## src/rtl/hub_port_power.sv

```systemverilog
module hub_port_power #(
  parameter int NPORTS    = 4,
  parameter int DEB_TICKS = 8
) (
  input  logic                      clk,
  input  logic                      rst_n,
  input  logic                      tick_ms,
  input  logic                      self_pwr,
  input  logic                      pwr_switched,
  input  logic                      gang_pwr,
  input  logic                      gang_ovc,
  input  logic                      local_good,
  input  logic [NPORTS-1:0]         oc_in,
  input  logic                      req_valid,
  input  logic [2:0]                req_op,
  input  logic [$clog2(NPORTS)-1:0] req_port,
  output logic [NPORTS-1:0]         pwr_en,
  output logic [NPORTS-1:0]         conn_stat,
  output logic [NPORTS-1:0]         oc_stat,
  output logic [NPORTS-1:0]         oc_chg,
  output logic                      lp_stat,
  output logic                      lp_chg
);
  localparam int CW = $clog2(DEB_TICKS + 1);
  localparam logic [CW-1:0] LAST = CW'(DEB_TICKS - 1);

  logic [NPORTS-1:0] oc_s1, oc_s2, oc_flt, oc_prev;
  logic [NPORTS-1:0] sw_q, pwr_q, en_q, chg_q;
  logic lp_s1, lp_s2, lp_q, lpc_q;

  wire unsw = self_pwr & ~pwr_switched;
  wire cmd_set_pwr = req_valid && req_op == 3'd1;
  wire cmd_clr_pwr = req_valid && req_op == 3'd2;
  wire cmd_set_en  = req_valid && req_op == 3'd3;
  wire cmd_clr_en  = req_valid && req_op == 3'd4;
  wire cmd_clr_chg = req_valid && req_op == 3'd5;
  wire cmd_clr_lp  = req_valid && req_op == 3'd6;

  wire [NPORTS-1:0] hot = {{(NPORTS-1){1'b0}}, 1'b1} << req_port;
  wire [NPORTS-1:0] sel = gang_pwr ? {NPORTS{1'b1}} : hot;

  assign oc_stat = gang_ovc ? {NPORTS{|oc_flt}} : oc_flt;
  wire [NPORTS-1:0] trip = gang_pwr ? {NPORTS{|oc_stat}} : oc_stat;

  wire [NPORTS-1:0] sw_nxt = ~trip & ((sw_q & ~({NPORTS{cmd_clr_pwr}} & sel))
                                     | ({NPORTS{cmd_set_pwr}} & sel));
  wire [NPORTS-1:0] pen_nxt = unsw ? {NPORTS{1'b1}} : sw_nxt;
  wire [NPORTS-1:0] en_nxt = pen_nxt & ((en_q & ~({NPORTS{cmd_clr_en}} & hot))
                                       | ({NPORTS{cmd_set_en}} & hot));
  wire [NPORTS-1:0] chg_nxt = (oc_stat ^ oc_prev)
                            | (chg_q & ~({NPORTS{cmd_clr_chg}} & hot));

  for (genvar i = 0; i < NPORTS; i++) begin : g_deb
    logic          flt_r;
    logic [CW-1:0] cnt_r;
    always_ff @(posedge clk or negedge rst_n) begin
      if (!rst_n) begin
        flt_r <= 1'b0;
        cnt_r <= '0;
      end else if (oc_s2[i] == flt_r) begin
        cnt_r <= '0;
      end else if (tick_ms) begin
        if (cnt_r == LAST) begin
          flt_r <= oc_s2[i];
          cnt_r <= '0;
        end else begin
          cnt_r <= cnt_r + 1'b1;
        end
      end
    end
    assign oc_flt[i] = flt_r;
  end

  always_ff @(posedge clk or negedge rst_n) begin
    if (!rst_n) begin
      oc_s1   <= '0;
      oc_s2   <= '0;
      oc_prev <= '0;
      sw_q    <= '0;
      pwr_q   <= '0;
      en_q    <= '0;
      chg_q   <= '0;
      lp_s1   <= 1'b0;
      lp_s2   <= 1'b0;
      lp_q    <= 1'b0;
      lpc_q   <= 1'b0;
    end else begin
      oc_s1   <= oc_in;
      oc_s2   <= oc_s1;
      oc_prev <= oc_stat;
      sw_q    <= sw_nxt;
      pwr_q   <= pen_nxt;
      en_q    <= en_nxt;
      chg_q   <= chg_nxt;
      lp_s1   <= local_good;
      lp_s2   <= lp_s1;
      lp_q    <= self_pwr & lp_s2;
      lpc_q   <= (self_pwr & (lp_s2 ^ lp_q)) | (lpc_q & ~cmd_clr_lp);
    end
  end

  assign pwr_en    = pwr_q;
  assign conn_stat = en_q;
  assign oc_chg    = chg_q;
  assign lp_stat   = lp_q;
  assign lp_chg    = lpc_q;
endmodule

```

## config.mk

```make
export PLATFORM = sky130hd
export DESIGN_NAME = hub_port_power
export DESIGN_NICKNAME = d
export VERILOG_FILES = /design/src/rtl/hub_port_power.sv
export SDC_FILE = /design/constraint.sdc
export NUM_CORES = 1
export LEC_CHECK = 0
export BUFFER_PORTS_ARGS = -buffer_cell sky130_fd_sc_hd__buf_2
export CAP_MARGIN = 25
export CORE_MARGIN = 2
export CORE_UTILIZATION = 39
export CTS_BUF_LIST = sky130_fd_sc_hd__clkbuf_4 sky130_fd_sc_hd__clkbuf_8 sky130_fd_sc_hd__clkbuf_16
export DETAILED_ROUTE_END_ITERATION = 6
export PLACE_DENSITY_LB_ADDON = 0.05
export SLEW_MARGIN = 10
export SYNTH_ARGS = -nofsm -noshare
export SYNTH_HDL_FRONTEND = slang
export SYNTH_SLANG_ARGS = --single-unit
```

## constraint.sdc

```tcl
create_clock -name clk -period 1.4 [get_ports clk]
set_clock_uncertainty 0.05 [all_clocks]
set_input_delay 0.28 -clock clk [delete_from_list [all_inputs] [get_ports clk]]
set_output_delay 0.28 -clock clk [all_outputs]
set_load 0.01 [all_outputs]
```

==> metrics.log <==
INFO  metric status = finished with violations
INFO  metric violated_checks = negative setup slack
INFO  metric vdd_drop_max = approximately 0.48 mV
INFO  metric tritoncts = built
INFO  metric grt_setup_unrepaired = true
INFO  metric ios = 36
INFO  metric seq_area_frac_synth = a little under three fifths
INFO  metric drt_first_iter_violations = 91
INFO  metric hold-worst-slack = ~0.03 ns
INFO  metric drt_pre_antenna_iters = 5
INFO  metric rr_worst_depth = 5
INFO  metric coreArea = roughly 5600 um^2
INFO  metric p_leak = 1.45 nW
INFO  metric whs_endpoint = oc_s1[1]
INFO  metric clock_insertion_delay_worst_skew = approximately 0.30 ns
INFO  metric layout.cells.most_common_list = dfrtp_1, buf_2, buf_4
INFO  metric timing.hold.worst_path_depth = 1
INFO  metric initial_utilization = between 40 and 50%
INFO  metric fmaxAchievable = 556 MHz
INFO  metric syn-cell-area = about 2300 um^2
INFO  metric cp-end-kind = output pin
INFO  metric timing_worst_setup_path_type = flop to output pin
INFO  metric reg2reg_slack = -0.33 ns
INFO  metric drt_drc_violations_left = 0
INFO  metric route.detailed.wl_per_inst = roughly 14 um
INFO  metric route.detailed.vias_per_inst = about 5
INFO  metric grt.total_usage = between 15 and 20%
INFO  metric rr_endpoint = conn_stat[0]
INFO  metric nets = ~300
INFO  metric clockPowerShare = approximately 28%
INFO  metric grt_max_degree = 21
INFO  metric globalRouteOverflowTotal = 0
INFO  metric input_output_buffers = 35
INFO  metric most_frequent_standard_cell_in_the_layout_excluding_fill_and_tap_cells = dfrtp_1
INFO  metric routed_vias = around 1700
INFO  metric clk_transition_reported_paths = 0.09 ns
INFO  metric clkSinkCount = 52
INFO  metric worst-slew-pin-transition = 0.465 ns
INFO  metric switching_share = a little over a quarter
INFO  metric post_layout_nonfiller_instances = 350
INFO  metric post_route_wl = 5.03 mm
INFO  metric distinct_cells_synth = 40
INFO  metric setup-violations-final = 20
INFO  metric postSynthCellCount = a little over 200
INFO  metric gp_congestion = approximately 0.72
INFO  metric grt_pass1_vias = roughly 1700
INFO  metric clock-root-buffer = clkbuf_8
INFO  metric dp_cells = 330
INFO  metric layout-drive-gt1-share = around 38%
INFO  metric syn-num-nets = 227
INFO  metric fin_crit_sh = 129%
INFO  metric antenna_found_initial = 0
INFO  metric power.sequential.fraction = between 50% and 60%
INFO  metric hold_path_startpoint = oc_in[1]
INFO  metric power_density = around 1000 nW/um^2
INFO  metric power.share.combinational = 18.2%
INFO  metric start_kind = flop
INFO  metric yosys_warnings = 0
INFO  metric synth-seq-cells = 52
INFO  metric route.antenna.remaining_nets = 0
INFO  metric fp.dieH = 80.7 um
INFO  metric critPathMaxFanout = 4
INFO  metric first_pass_grt_wire_length = 8.27 mm
INFO  metric die_width = 80.7 um
INFO  metric timing.final.crit_period = 1.80 ns
INFO  metric critical_path.reg2reg.startpoint = g_deb[1].flt_r
INFO  metric max_cap_violations = 0
INFO  metric p_switching = just under 0.0009 W
INFO  metric max-slew-margin-rel = around 69%
INFO  metric hold_viol = 0
INFO  metric flow.area_growth_from_synthesis = 32.8%
INFO  metric antennaDiodeCount = 0
INFO  metric die-area = 6510 um^2
INFO  metric synth_area_per_cell = about 11 um^2
INFO  metric p_int = between 0.002 and 0.0025 W
INFO  metric hpwl_after_detailed_placement = 3.59 mm
INFO  metric cts_max_path_buffers = 2
INFO  metric fin_ws = -0.399 ns
INFO  metric cts_made_buffers = 5
INFO  metric critical_path_required = about 1.1 ns
INFO  metric cts.htree.levels = 2
INFO  metric standard_cell_row_count = 27
INFO  metric slew_violations = 0
INFO  metric cp_data_arrival_time = about 1.5 ns
INFO  metric hold_path.class = input pin to flop
## area by class of cell
type,count,area (um^2)
timing repair buffer,70,493
clock inverter,2,10.0
tap,72,90.1
multi-input combinational,144,1050
sequential,52,1300
inverter,4,15.0
fill,513,2560
clock buffer,6,82.6
## repair_timing
| action | 4_1_cts | 5_1_grt |
|---|---|---|
| cloned | 0 | 0 |
| resized for setup | 13 | 11 |
| pin swaps | 8 | 8 |
| endpoints found under the hold margin | 14 | 0 |
| buffers inserted | 5 | 7 |
| setup endpoints to repair | 13 | 19 |
| hold buffers | 1 | 0 |
## power groups by stage
stage               clock (W)  combinational, W  sequential (W)
floorplan                   0          0.000235         0.00180
global placement            0          0.000546         0.00176
detailed placement          0          0.000552         0.00176
CTS                  0.000911          0.000571         0.00173
global route         0.000982          0.000647         0.00175
finish               0.000879          0.000580         0.00173
## through the flow
stage               area (um^2)   TNS, ns  utilization (%)  worst slack (ns)  total power, W
global placement           2730    -0.630             48.7           -0.0991         0.00230
floorplan                  2290  -0.00189                -          -0.00176         0.00203
global route               3040     -4.75             54.3            -0.450         0.00338
finish                     3040     -3.73             54.3            -0.399         0.00319
detailed placement         2730    -0.741             48.7           -0.0984         0.00231
CTS                        2940     -2.65             52.4            -0.406         0.00321
## worst max path at each step
| stage | endpoint | from | cells past startpoint |
|---|---|---|---|
| floorplan | conn_stat[0] | g_deb[1].flt_r | 3 |
| global placement | oc_stat[3] | g_deb[0].flt_r | 3 |
| detailed placement | oc_stat[3] | g_deb[0].flt_r | 3 |
| CTS | oc_stat[0] | g_deb[3].flt_r | 3 |
| global route | oc_stat[0] | g_deb[1].flt_r | 3 |
| finish | oc_stat[2] | g_deb[0].flt_r | 3 |
## flip-flops by register name (all words and copies together) (netlist names)
| register | flops |
|---|---|
| conn_stat | 4 |
| g_deb.cnt_r | 16 |
| g_deb.flt_r | 4 |
| lp_chg | 1 |
| lp_s1 | 1 |
| lp_s2 | 1 |
| lp_stat | 1 |
| oc_chg | 4 |
| oc_prev | 4 |
| oc_s1 | 4 |
| oc_s2 | 4 |
| pwr_en | 4 |
| sw_q | 4 |
## kinds of logic after synthesis
kind of cell	share of synthesized area (%)
AO/OA/AOI/OAI	12.4
XOR/XNOR	4.97
adder cells (fa/ha/maj)	2.18
buffers and inverters	1.64
flip-flops	56.8
multiplexers	4.20
AND/OR/NAND/NOR	17.8
## Yosys cell counts
master	instances	share of area [%]
dfrtp_1	52	57
nand2_1	23	3.8
nor2_1	15	2.5
a21oi_1	10	2.2
o21ai_0	8	1.7
or3_1	8	2.2
xnor2_1	8	3.1
nor2b_1	6	1.6
mux2_2	5	2.5
nand2b_1	5	1.4
xor2_1	5	1.9
ha_1	4	2.2
inv_1	4	0.65
mux2i_1	4	1.7
nand4_1	4	1.1
a22oi_1	3	0.98
buf_2	3	0.65
nand3_1	3	0.65
nand3b_1	3	0.98
nand4b_1	3	1.1
o21ai_1	3	0.65
a21boi_1	2	0.65
a21o_1	2	0.65
a21o_2	2	0.76
a21oi_2	2	0.76
a221o_1	2	0.87
a31oi_1	2	0.55
and4bb_2	2	1.1
a22o_1	1	0.38
a311oi_1	1	0.38
a311oi_2	1	0.65
a32oi_1	1	0.38
and2_1	1	0.27
and4b_1	1	0.44
buf_1	1	0.16
clkbuf_1	1	0.16
nand4bb_1	1	0.49
o21ba_2	1	0.44
o31ai_1	1	0.33
or2_2	1	0.27
## critical path: stages (launching register included)
cell and delay [ns]:
dfrtp_1 0.41, or3_4 0.40, a21o_1 0.21, buf_2 0.15
## per-layer routing
metal	routed length, um	global-route usage [%]	vias up
li1	-	-	863
met1	2370	22.7	819
met2	2350	27.5	44
met3	249	3.71	7
met4	54	4.58	0
met5	0	0	-
(Power assumes the default switching activity.)
